File: src/rtl/intc_pkg.sv
package intc_pkg;
  localparam int NSRC      = 6;
  localparam int MODE_W    = 10;
  localparam int MODE_LOW  = 7;
  localparam int MB_INIT   = 7;
  localparam int MB_TBUS   = 8;
  localparam int MB_MREG   = 9;
  localparam int MC_CLR_INIT = 7;
  localparam int MC_SET_INIT = 8;
  localparam int MC_CLR_TBUS = 9;
  localparam int MC_SET_TBUS = 10;
  localparam int MC_CLR_DP   = 11;
  localparam int MC_CLR_MREG = 12;
  localparam int MC_SET_MREG = 13;
  localparam int MC_W        = 14;
  localparam int MK_W        = 2 * NSRC;
  localparam int SRC_DP      = 5;

  typedef enum logic [1:0] {
    RS_MODE = 2'd0,
    RS_VER  = 2'd1,
    RS_PEND = 2'd2,
    RS_MASK = 2'd3
  } reg_sel_e;

  // clear applies first, then set: set dominates
  function automatic logic pair_apply(input logic cur, input logic clr, input logic set);
    logic r;
    r = cur;
    if (clr) r = 1'b0;
    if (set) r = 1'b1;
    return r;
  endfunction

  function automatic logic [MODE_W-1:0] mode_next(input logic [MODE_W-1:0] cur,
                                                  input logic [MC_W-1:0] mv);
    logic [MODE_W-1:0] n;
    n = cur;
    n[MODE_LOW-1:0] = mv[MODE_LOW-1:0];
    n[MB_INIT] = pair_apply(cur[MB_INIT], mv[MC_CLR_INIT], mv[MC_SET_INIT]);
    n[MB_TBUS] = pair_apply(cur[MB_TBUS], mv[MC_CLR_TBUS], mv[MC_SET_TBUS]);
    n[MB_MREG] = pair_apply(cur[MB_MREG], mv[MC_CLR_MREG], mv[MC_SET_MREG]);
    return n;
  endfunction
endpackage

File: src/rtl/intc_addr_dec.sv
module intc_addr_dec
  import intc_pkg::*;
#(
  parameter int              DEC_W = 29,
  parameter logic [DEC_W-1:0] BASE = '0
) (
  input  logic [DEC_W-1:0] addr_lo,
  input  logic             acc_en,
  input  logic             acc_we,
  output logic             hit,
  output reg_sel_e         rsel,
  output logic [3:0]       wr_oh
);
  logic [DEC_W-1:0] off;

  assign off  = addr_lo - BASE;
  assign hit  = (off[DEC_W-1:4] == '0) && (off[1:0] == 2'b00);
  assign rsel = reg_sel_e'(off[3:2]);

  for (genvar k = 0; k < 4; k++) begin : g_wr
    assign wr_oh[k] = acc_en && acc_we && hit && (off[3:2] == 2'(k));
  end
endmodule

File: src/rtl/intc_mode_reg.sv
module intc_mode_reg
  import intc_pkg::*;
(
  input  logic              clk,
  input  logic              rst_n,
  input  logic              wr_en,
  input  logic [MC_W-1:0]   mval,
  output logic [MODE_W-1:0] mode_q,
  output logic              dp_clr
);
  always_ff @(posedge clk) begin
    if (!rst_n)     mode_q <= '0;
    else if (wr_en) mode_q <= mode_next(mode_q, mval);
  end

  assign dp_clr = wr_en && mval[MC_CLR_DP];
endmodule

File: src/rtl/intc_mask_reg.sv
module intc_mask_reg
  import intc_pkg::*;
(
  input  logic            clk,
  input  logic            rst_n,
  input  logic            wr_en,
  input  logic [MK_W-1:0] mval,
  output logic [NSRC-1:0] mask_q
);
  for (genvar i = 0; i < NSRC; i++) begin : g_bit
    always_ff @(posedge clk) begin
      if (!rst_n)     mask_q[i] <= 1'b0;
      else if (wr_en) mask_q[i] <= pair_apply(mask_q[i], mval[2*i], mval[2*i+1]);
    end
  end
endmodule

File: src/rtl/intc_pend_reg.sv
module intc_pend_reg
  import intc_pkg::*;
#(
  parameter logic [NSRC-1:0] SRC_EDGE = 6'b100000
) (
  input  logic            clk,
  input  logic            rst_n,
  input  logic [NSRC-1:0] src_in,
  input  logic            dp_clr,
  output logic [NSRC-1:0] pend_q,
  output logic [NSRC-1:0] src_set
);
  logic [NSRC-1:0] clr_vec;

  assign clr_vec = dp_clr ? (NSRC'(1) << SRC_DP) : '0;

  for (genvar i = 0; i < NSRC; i++) begin : g_src
    if (SRC_EDGE[i]) begin : g_edge
      logic prev_q;
      always_ff @(posedge clk) begin
        if (!rst_n) prev_q <= 1'b0;
        else        prev_q <= src_in[i];
      end
      assign src_set[i] = src_in[i] && !prev_q;
    end else begin : g_level
      assign src_set[i] = src_in[i];
    end

    always_ff @(posedge clk) begin
      if (!rst_n) pend_q[i] <= 1'b0;
      else        pend_q[i] <= (pend_q[i] && !clr_vec[i]) || src_set[i];
    end
  end
endmodule

File: src/rtl/intc_regblk.sv
module intc_regblk
  import intc_pkg::*;
#(
  parameter int               ADDR_W   = 32,
  parameter int               DATA_W   = 32,
  parameter int               DEC_W    = 29,
  parameter logic [DEC_W-1:0] BASE     = '0,
  parameter logic [DATA_W-1:0] VERSION = 32'h0000_0102,
  parameter logic [NSRC-1:0]  SRC_EDGE = 6'b100000
) (
  input  logic              clk,
  input  logic              rst_n,
  input  logic              bus_sel,
  input  logic              bus_we,
  input  logic [ADDR_W-1:0] bus_addr,
  input  logic [DATA_W-1:0] bus_wdata,
  input  logic [DATA_W-1:0] bus_wmask,
  output logic [DATA_W-1:0] bus_rdata,
  input  logic [NSRC-1:0]   src_in,
  output logic              cpu_irq
);
  logic [DATA_W-1:0] mval;
  logic              hit;
  reg_sel_e          rsel;
  logic [3:0]        wr_oh;
  logic              wr_mode;
  logic              wr_mask;
  logic              dp_clr;
  logic [MODE_W-1:0] mode_q;
  logic [NSRC-1:0]   mask_q;
  logic [NSRC-1:0]   pend_q;
  logic [NSRC-1:0]   src_set;
  logic              unused_bits;

  assign mval    = bus_wdata & bus_wmask;
  assign wr_mode = wr_oh[RS_MODE];
  assign wr_mask = wr_oh[RS_MASK];
  assign unused_bits = ^{bus_addr[ADDR_W-1:DEC_W], mval[DATA_W-1:MC_W], wr_oh[RS_PEND], wr_oh[RS_VER]};

  intc_addr_dec #(.DEC_W(DEC_W), .BASE(BASE)) u_dec (
    .addr_lo (bus_addr[DEC_W-1:0]),
    .acc_en  (bus_sel),
    .acc_we  (bus_we),
    .hit     (hit),
    .rsel    (rsel),
    .wr_oh   (wr_oh)
  );

  intc_mode_reg u_mode (
    .clk    (clk),
    .rst_n  (rst_n),
    .wr_en  (wr_mode),
    .mval   (mval[MC_W-1:0]),
    .mode_q (mode_q),
    .dp_clr (dp_clr)
  );

  intc_mask_reg u_mask (
    .clk    (clk),
    .rst_n  (rst_n),
    .wr_en  (wr_mask),
    .mval   (mval[MK_W-1:0]),
    .mask_q (mask_q)
  );

  intc_pend_reg #(.SRC_EDGE(SRC_EDGE)) u_pend (
    .clk     (clk),
    .rst_n   (rst_n),
    .src_in  (src_in),
    .dp_clr  (dp_clr),
    .pend_q  (pend_q),
    .src_set (src_set)
  );

  always_comb begin
    bus_rdata = '0;
    if (hit) begin
      unique case (rsel)
        RS_MODE: bus_rdata = DATA_W'(mode_q);
        RS_VER:  bus_rdata = VERSION;
        RS_PEND: bus_rdata = DATA_W'(pend_q);
        RS_MASK: bus_rdata = DATA_W'(mask_q);
        default: bus_rdata = '0;
      endcase
    end
  end

  assign cpu_irq = |(pend_q & mask_q);
endmodule

File: config.mk
export PLATFORM = sky130hd
export DESIGN_NAME = intc_regblk
export DESIGN_NICKNAME = d
export VERILOG_FILES = /design/src/rtl/intc_pkg.sv /design/src/rtl/intc_addr_dec.sv /design/src/rtl/intc_mode_reg.sv /design/src/rtl/intc_mask_reg.sv /design/src/rtl/intc_pend_reg.sv /design/src/rtl/intc_regblk.sv
export SDC_FILE = /design/constraint.sdc
export NUM_CORES = 1
export LEC_CHECK = 0
export BUFFER_PORTS_ARGS = -buffer_cell sky130_fd_sc_hd__buf_2
export CORE_MARGIN = 8
export CORE_UTILIZATION = 39
export CTS_CLUSTER_DIAMETER = 40
export DETAILED_ROUTE_END_ITERATION = 10
export GPL_TIMING_DRIVEN = 1
export PLACE_DENSITY_LB_ADDON = 0.08
export SYNTH_ARGS = -nofsm -noshare
export SYNTH_HDL_FRONTEND = slang
export SYNTH_SLANG_ARGS = --single-unit
File: constraint.sdc
create_clock -name clk -period 3 [get_ports clk]
set_input_delay 0.45 -clock clk [delete_from_list [all_inputs] [get_ports clk]]
set_output_delay 0.45 -clock clk [all_outputs]
set_load 0.05 [all_outputs]
==> results of run 1 <==
## cells by family after synthesis
logic type      after synthesis  share of synthesized area (%)
buf+inv                      30                          14.30
compound gates               44                          20.76
flops                        23                          31.70
mux                           6                          4.565
other cells                   1                         0.2582
simple gates                 67                          28.42
## placed cells by master (no fill, tap or decap), types with 5 or more instances in the layout
cell	count
nand3_1	10
mux2_2	5
or3_1	7
buf_2	77
o21ai_0	7
a22oi_1	8
o311ai_0	5
dfxtp_1	23
o21ai_1	5
nand2_1	17
a21boi_1	7
conb_1	22
nor2_1	7
nor3_1	6
o21a_1	5
## how the worst min path moves through the flow
stage                                        startpoint                            end  slack, ns
after floorplan           u_mode.mode_q[7]$_SDFFE_PN0P_  u_mode.mode_q[7]$_SDFFE_PN0P_       0.44
after global placement    u_mode.mode_q[7]$_SDFFE_PN0P_  u_mode.mode_q[7]$_SDFFE_PN0P_       0.46
after detailed placement  u_mode.mode_q[7]$_SDFFE_PN0P_  u_mode.mode_q[7]$_SDFFE_PN0P_       0.46
after CTS                                     src_in[3]    u_pend.pend_q[3]$_SDFF_PN0_       0.38
after global routing                          src_in[2]    u_pend.pend_q[2]$_SDFF_PN0_       0.38
final                                         src_in[1]    u_pend.pend_q[1]$_SDFF_PN0_       0.38
## final cells by class
type	count	area (um2)
fill	407	1812
sequential	23	460.4
tap	48	60.06
timing repair buffer	78	392.9
multi-input combinational	139	863.3
clock buffer	4	45.04
## power by group through the flow
| stage | Combinational (mW) | Sequential [mW] | Clock (mW) |
|---|---|---|---|
| final | 0.149 | 0.316 | 0.186 |
| after global routing | 0.161 | 0.317 | 0.201 |
| after CTS | 0.148 | 0.316 | 0.192 |
| after detailed placement | 0.148 | 0.323 | 0 |
| after global placement | 0.147 | 0.323 | 0 |
| after floorplan | 0.116 | 0.322 | 0 |
## stage by stage
stage               hold slack [ns]  total power, mW  setup TNS (ns)  area [um2]
floorplan                    0.4414           0.4376         -0.9725        1531
global placement             0.4579           0.4697               0        1777
detailed placement           0.4630           0.4711               0        1777
CTS                          0.3802           0.6567               0        1822
global route                 0.3820           0.6795               0        1822
finish                       0.3841           0.6504               0        1822
## registers in the layout, summed over array words and instances (netlist names)
signal / count
u_pend.g_src.g_edge.prev_q: 1
u_mask.mask_q: 6
u_mode.mode_q: 10
u_pend.pend_q: 6
## layer usage
layer | share of wire, % | global-route usage (%)
met1 | 44 | 16.38
met2 | 46 | 24.98
met3 | 9.3 | 5.012
met4 | 0.53 | 2.830
met5 | 0 | 0
## critical path, cell delays in order
cell and delay [ns]:
buf_2 0.10, nor4_1 0.28, nand4_1 0.17, nand4b_4 0.30, nor4b_1 0.33, buf_2 0.32
==> run_summary.xml, run 1 <==
<?xml version="1.0" encoding="UTF-8"?>
<metrics>
  <group name="status">
    <metric name="status" unit="">completed</metric>
  </group>
  <group name="layout">
    <metric name="finalNetCount" unit="">351</metric>
    <metric name="post_layout_nonfiller_instances" unit="">292</metric>
    <metric name="diodes" unit="">0</metric>
    <metric name="layout-drive-gt1-share" unit="%">38.11</metric>
    <metric name="area_growth" unit="%">25.41</metric>
    <metric name="fin_util" unit="%">50.14</metric>
  </group>
  <group name="power_and_ir_drop">
    <metric name="p_int" unit="uW">453.5</metric>
    <metric name="switching_power" unit="uW">196.9</metric>
    <metric name="power.sequential.fraction" unit="%">48.6</metric>
    <metric name="ratio_of_total_power_to_cell_area" unit="nW/um2">357.0</metric>
    <metric name="comb_power_share" unit="%">22.8</metric>
    <metric name="power.leakage" unit="nW">0.8134</metric>
    <metric name="switching_share" unit="%">30.28</metric>
    <metric name="power.clock.fraction" unit="%">28.6</metric>
    <metric name="vdd_drop_max" unit="mV">0.1855</metric>
  </group>
  <group name="logic_synthesis">
    <metric name="synth-edff-count" unit="">0</metric>
    <metric name="yosys_warnings" unit="">0</metric>
    <metric name="postSynthCellCount" unit="">171</metric>
    <metric name="avgSynthCellArea" unit="um2">8.495</metric>
    <metric name="synth-seq-cells" unit="">23</metric>
    <metric name="synthArstFlopShare" unit="%">0</metric>
    <metric name="netlist_top_cells_count" unit="">buf_4, dfxtp_1, nand2_1</metric>
    <metric name="largest_cells_by_area_after_synthesis" unit="">dfxtp_1, buf_4, nand2_1, a22oi_1, mux2_2</metric>
    <metric name="synthesis.area" unit="um2">1453</metric>
    <metric name="synth-main-ff-cell" unit="">dfxtp_1</metric>
    <metric name="netlist.area_leader.share" unit="%">31.70</metric>
    <metric name="seq_area_frac_synth" unit="%">31.70</metric>
    <metric name="synth_top_cell_by_area" unit="">dfxtp_1</metric>
    <metric name="synthDistinctLibCells" unit="">37</metric>
  </group>
  <group name="timing">
    <metric name="fin_ws" unit="ns">0.5945</metric>
    <metric name="worst_clock_skew" unit="ns">0.00006672</metric>
    <metric name="fin_crit" unit="ns">2.405</metric>
    <metric name="final_hold_viol_count" unit="">0</metric>
    <metric name="grt_setup_unrepaired" unit="">false</metric>
    <metric name="final_cycle_utilization_of_the_critical_path" unit="%">80.18</metric>
    <metric name="worstMarginPinSlew" unit="ns">0.5180</metric>
    <metric name="max_clock_freq" unit="GHz">0.4157</metric>
    <metric name="maxSlewHeadroom" unit="%">65.47</metric>
    <metric name="setup_viol" unit="">0</metric>
    <metric name="max_slew_violation_count" unit="">0</metric>
  </group>
  <group name="routing">
    <metric name="drt_iter0_drc" unit="">30</metric>
    <metric name="per_cell_routed_wire_length" unit="um">14.77</metric>
    <metric name="drcViolationCount" unit="">0</metric>
    <metric name="drt-pass1-iter-count" unit="">4</metric>
    <metric name="vias_per_cell" unit="">5.024</metric>
    <metric name="wirelength" unit="um">4313</metric>
    <metric name="antenna_violating_nets_post_route" unit="">0</metric>
    <metric name="route.vias.total" unit="">1467</metric>
  </group>
  <group name="worst_setup_path">
    <metric name="crit_required" unit="ns">2.55</metric>
    <metric name="worstReg2RegEnd" unit="">u_mask.mask_q[4]$_SDFFE_PN0P_</metric>
    <metric name="timing.critical_path.fanout_max" unit="">10</metric>
    <metric name="critPathCapture" unit="">bus_rdata[7]</metric>
    <metric name="rrSetupSlack" unit="ns">2.31</metric>
    <metric name="critical_path.endpoint_type" unit="">output port</metric>
    <metric name="cp-start-kind" unit="">input port</metric>
    <metric name="critical_path.startpoint" unit="">bus_addr[18]</metric>
    <metric name="beginning_of_the_worst_register_to_register_path" unit="">u_mask.mask_q[4]$_SDFFE_PN0P_</metric>
    <metric name="worst_ep_arrival_time" unit="ns">1.96</metric>
    <metric name="worst-r2r-cell-count" unit="">2</metric>
    <metric name="setup.worst_path.class" unit="">input port to output port</metric>
  </group>
  <group name="cts">
    <metric name="cts.path.max_buffers" unit="">2</metric>
    <metric name="worstSkewPairLatency" unit="ns">0.25</metric>
    <metric name="post_cts_buffers" unit="">0</metric>
    <metric name="root_buf_cell" unit="">clkbuf_8</metric>
    <metric name="cts_made_buffers" unit="">3</metric>
    <metric name="clock_tree_from_tritoncts" unit="">yes</metric>
    <metric name="htree_levels" unit="">1</metric>
    <metric name="cts_repair_resize_count" unit="">0</metric>
    <metric name="tritoncts_num_sinks" unit="">23</metric>
    <metric name="cts_hold_buffers" unit="">0</metric>
    <metric name="clk_transition_reported_paths" unit="ns">0.08</metric>
  </group>
  <group name="global_route">
    <metric name="grt_start_max_net_pins" unit="">33</metric>
    <metric name="track_usage" unit="%">14.30</metric>
    <metric name="first_global_vias" unit="">1586</metric>
    <metric name="grt_pass1_wl" unit="um">7279</metric>
    <metric name="grt_overflow" unit="">0</metric>
    <metric name="antenna_found_initial" unit="">0</metric>
  </group>
  <group name="placed_design">
    <metric name="dpl.cell_count" unit="">288</metric>
    <metric name="dp.final_hpwl" unit="um">3469</metric>
    <metric name="globalplace.congestion" unit="">0.7499</metric>
    <metric name="numPortBuffers" unit="">77</metric>
    <metric name="post-place-ws" unit="ns">0.5666</metric>
  </group>
  <group name="job">
    <metric name="drv.max_cap_violation_count" unit="">0</metric>
  </group>
  <group name="worst_hold_path">
    <metric name="whs_path_depth" unit="">2</metric>
    <metric name="hp-class" unit="">input port to flip-flop</metric>
  </group>
  <group name="floorplanning">
    <metric name="floorplan.initialDensity" unit="%">39.98</metric>
    <metric name="fp.dieW" unit="um">77.03</metric>
    <metric name="pin_count" unit="">139</metric>
    <metric name="cell_row_count" unit="">22</metric>
    <metric name="die_h" unit="um">77.03</metric>
    <metric name="core_area" unit="um2">3633</metric>
    <metric name="die_area" unit="um2">5934</metric>
  </group>
</metrics>
No activity file was read; power rests on OpenSTA's default activity.
==> inputs of run 2 (changes only) <==
CORE_UTILIZATION = 36   (was 39)
clock period = 2.3 ns   (was 3 ns; I/O delays follow)
==> run 2 against run 1 <==
Register-to-register slack worse by 0.70 ns. Combinational power is 32% higher. Hold slack worse by 0.12 ns. Via count is 2.8% lower. Clock-buffer cell count stayed put. First-iteration DRC count is 140% higher. Power is 32% higher. Core utilization is 2.6 points lower. Routed wire length is 3.8% higher. Clock skew hardly changed. Critical endpoint unchanged. Largest cell class unchanged.
==> run_summary.xml, run 2 (synthesis results as in run 1) <==
<?xml version="1.0" encoding="UTF-8"?>
<metrics>
  <group name="cts">
    <metric name="cts_hold_buffers" unit="">0</metric>
    <metric name="cts.path.max_buffers" unit="">2</metric>
    <metric name="root_buf_cell" unit="">clkbuf_8</metric>
    <metric name="tritoncts_num_sinks" unit="">23</metric>
    <metric name="clock_tree_from_tritoncts" unit="">yes</metric>
    <metric name="htree_levels" unit="">1</metric>
    <metric name="worstSkewPairLatency" unit="ns">0.26</metric>
    <metric name="clk_transition_reported_paths" unit="ns">0.08</metric>
    <metric name="cts_made_buffers" unit="">3</metric>
  </group>
  <group name="worst_setup_path">
    <metric name="critical_path.endpoint_type" unit="">output port</metric>
    <metric name="worst_ep_arrival_time" unit="ns">1.82</metric>
    <metric name="setup.worst_path.class" unit="">input port to output port</metric>
    <metric name="crit_required" unit="ns">1.96</metric>
    <metric name="timing.critical_path.fanout_max" unit="">10</metric>
    <metric name="cp-start-kind" unit="">input port</metric>
    <metric name="rrSetupSlack" unit="ns">1.61</metric>
  </group>
  <group name="layout">
    <metric name="layout.cells.most_common" unit="">buf_2</metric>
    <metric name="final_cell_mix" unit="">buf_2, dfxtp_1, conb_1</metric>
    <metric name="stdcell_area" unit="um2">1873</metric>
    <metric name="regMostFlops" unit="">u_mode.mode_q</metric>
    <metric name="diodes" unit="">0</metric>
    <metric name="layout-drive-gt1-share" unit="%">40.65</metric>
    <metric name="finalNetCount" unit="">353</metric>
    <metric name="fin_util" unit="%">47.51</metric>
    <metric name="biggestRegsByFlops" unit="">u_mode.mode_q: 10 flops, u_mask.mask_q: 6 flops, u_pend.pend_q: 6 flops</metric>
    <metric name="largest_reg_flops" unit="">10</metric>
    <metric name="area_growth" unit="%">28.94</metric>
    <metric name="post_layout_nonfiller_instances" unit="">296</metric>
  </group>
  <group name="power_and_ir_drop">
    <metric name="vdd_drop_max" unit="mV">0.3601</metric>
    <metric name="ratio_of_total_power_to_cell_area" unit="nW/um2">459.9</metric>
    <metric name="p_total" unit="uW">861.5</metric>
    <metric name="power.leakage" unit="nW">0.8216</metric>
  </group>
  <group name="timing">
    <metric name="final_hold_viol_count" unit="">0</metric>
    <metric name="grt_setup_unrepaired" unit="">false</metric>
    <metric name="max_slew_violation_count" unit="">0</metric>
    <metric name="timing.setup.tns" unit="ns">0</metric>
    <metric name="max_clock_freq" unit="GHz">0.4628</metric>
    <metric name="fin_crit" unit="ns">2.161</metric>
    <metric name="fin_ws" unit="ns">0.1391</metric>
    <metric name="maxSlewHeadroom" unit="%">63.96</metric>
    <metric name="worst_clock_skew" unit="ns">0.0005112</metric>
    <metric name="final.hold.worst_slack" unit="ns">0.2690</metric>
    <metric name="worstMarginPinSlew" unit="ns">0.5406</metric>
    <metric name="final_cycle_utilization_of_the_critical_path" unit="%">93.95</metric>
    <metric name="setup_viol" unit="">0</metric>
  </group>
  <group name="routing">
    <metric name="antenna_violating_nets_post_route" unit="">0</metric>
    <metric name="wirelength" unit="um">4476</metric>
    <metric name="drcViolationCount" unit="">0</metric>
    <metric name="per_cell_routed_wire_length" unit="um">15.12</metric>
    <metric name="route.vias.total" unit="">1426</metric>
    <metric name="vias_per_cell" unit="">4.818</metric>
    <metric name="drt_iter0_drc" unit="">71</metric>
    <metric name="drt-pass1-iter-count" unit="">4</metric>
  </group>
  <group name="floorplanning">
    <metric name="fp.dieW" unit="um">79.52</metric>
    <metric name="core_area" unit="um2">3943</metric>
    <metric name="pin_count" unit="">139</metric>
    <metric name="cell_row_count" unit="">23</metric>
    <metric name="floorplan.initialDensity" unit="%">36.85</metric>
    <metric name="die_h" unit="um">79.52</metric>
    <metric name="die_area" unit="um2">6323</metric>
  </group>
  <group name="placed_design">
    <metric name="placed_area" unit="um2">1815</metric>
    <metric name="post-place-ws" unit="ns">0.1365</metric>
    <metric name="globalplace.congestion" unit="">0.7130</metric>
    <metric name="dpl.cell_count" unit="">291</metric>
    <metric name="dp.final_hpwl" unit="um">3482</metric>
    <metric name="numPortBuffers" unit="">77</metric>
  </group>
  <group name="global_route">
    <metric name="grt_start_max_net_pins" unit="">33</metric>
    <metric name="antenna_found_initial" unit="">0</metric>
    <metric name="grt_pass1_wl" unit="um">7113</metric>
    <metric name="grt_overflow" unit="">0</metric>
    <metric name="track_usage" unit="%">13.58</metric>
    <metric name="first_global_vias" unit="">1439</metric>
  </group>
  <group name="job">
    <metric name="drv.max_cap_violation_count" unit="">0</metric>
  </group>
  <group name="status">
    <metric name="status" unit="">completed</metric>
  </group>
  <group name="worst_hold_path">
    <metric name="hp-class" unit="">input port to flip-flop</metric>
  </group>
</metrics>
-- run 2: cell types whose count changed in the layout (fill, tap and decap cells not counted) --
cell	before	now
a211oi_1	1	0
a211oi_2	0	1
buf_2	77	75
buf_4	1	4
clkbuf_4	0	1
nor3_1	6	5
nor3_2	1	2
nor4b_1	3	0
nor4b_2	0	3
-- run 2: worst max-delay path, cell delays in order --
cell and delay, ns:
buf_2 0.09, nor4_1 0.29, nand4_1 0.16, nand4b_4 0.33, nor4b_2 0.28, buf_2 0.30
-- run 2: cell type report --
class                   instances  area [um2]
repair buffers                 80       412.9
flip-flops and latches         23       460.4
well taps                      50       62.56
fillers                       410        2069
clock buffers                   4       45.04
multi-input cells             139       892.1
-- run 2: timing repair --
action | 4_1_cts | 5_1_grt
gates resized for setup | 0 | 3
buffers inserted | 0 | 1
endpoints found under the setup margin | 0 | 1
-- run 2: metal layers --
layer | track usage, % | share of wire (%) | vias up
li1 | - | - | 739
met1 | 16.27 | 45 | 641
met2 | 23.55 | 48 | 44
met3 | 3.941 | 6.9 | 2
met4 | 2.222 | 0.29 | 0
met5 | 0 | 0 | -
-- run 2: power breakdown --
part / internal, mW / switching (mW)
clock: 0.124 / 0.129
combinational: 0.0620 / 0.135
sequential: 0.406 / 0.00638
-- run 2: path summary, 6_finish.rpt --
path,from,endpoint,cells after the start
max,bus_addr[9],bus_rdata[7],6
min,src_in[3],u_pend.pend_q[3]$_SDFF_PN0_,2
max reg2reg,u_mask.mask_q[4]$_SDFFE_PN0P_,u_mask.mask_q[4]$_SDFFE_PN0P_,2
min reg2reg,u_mode.mode_q[7]$_SDFFE_PN0P_,u_mode.mode_q[7]$_SDFFE_PN0P_,2
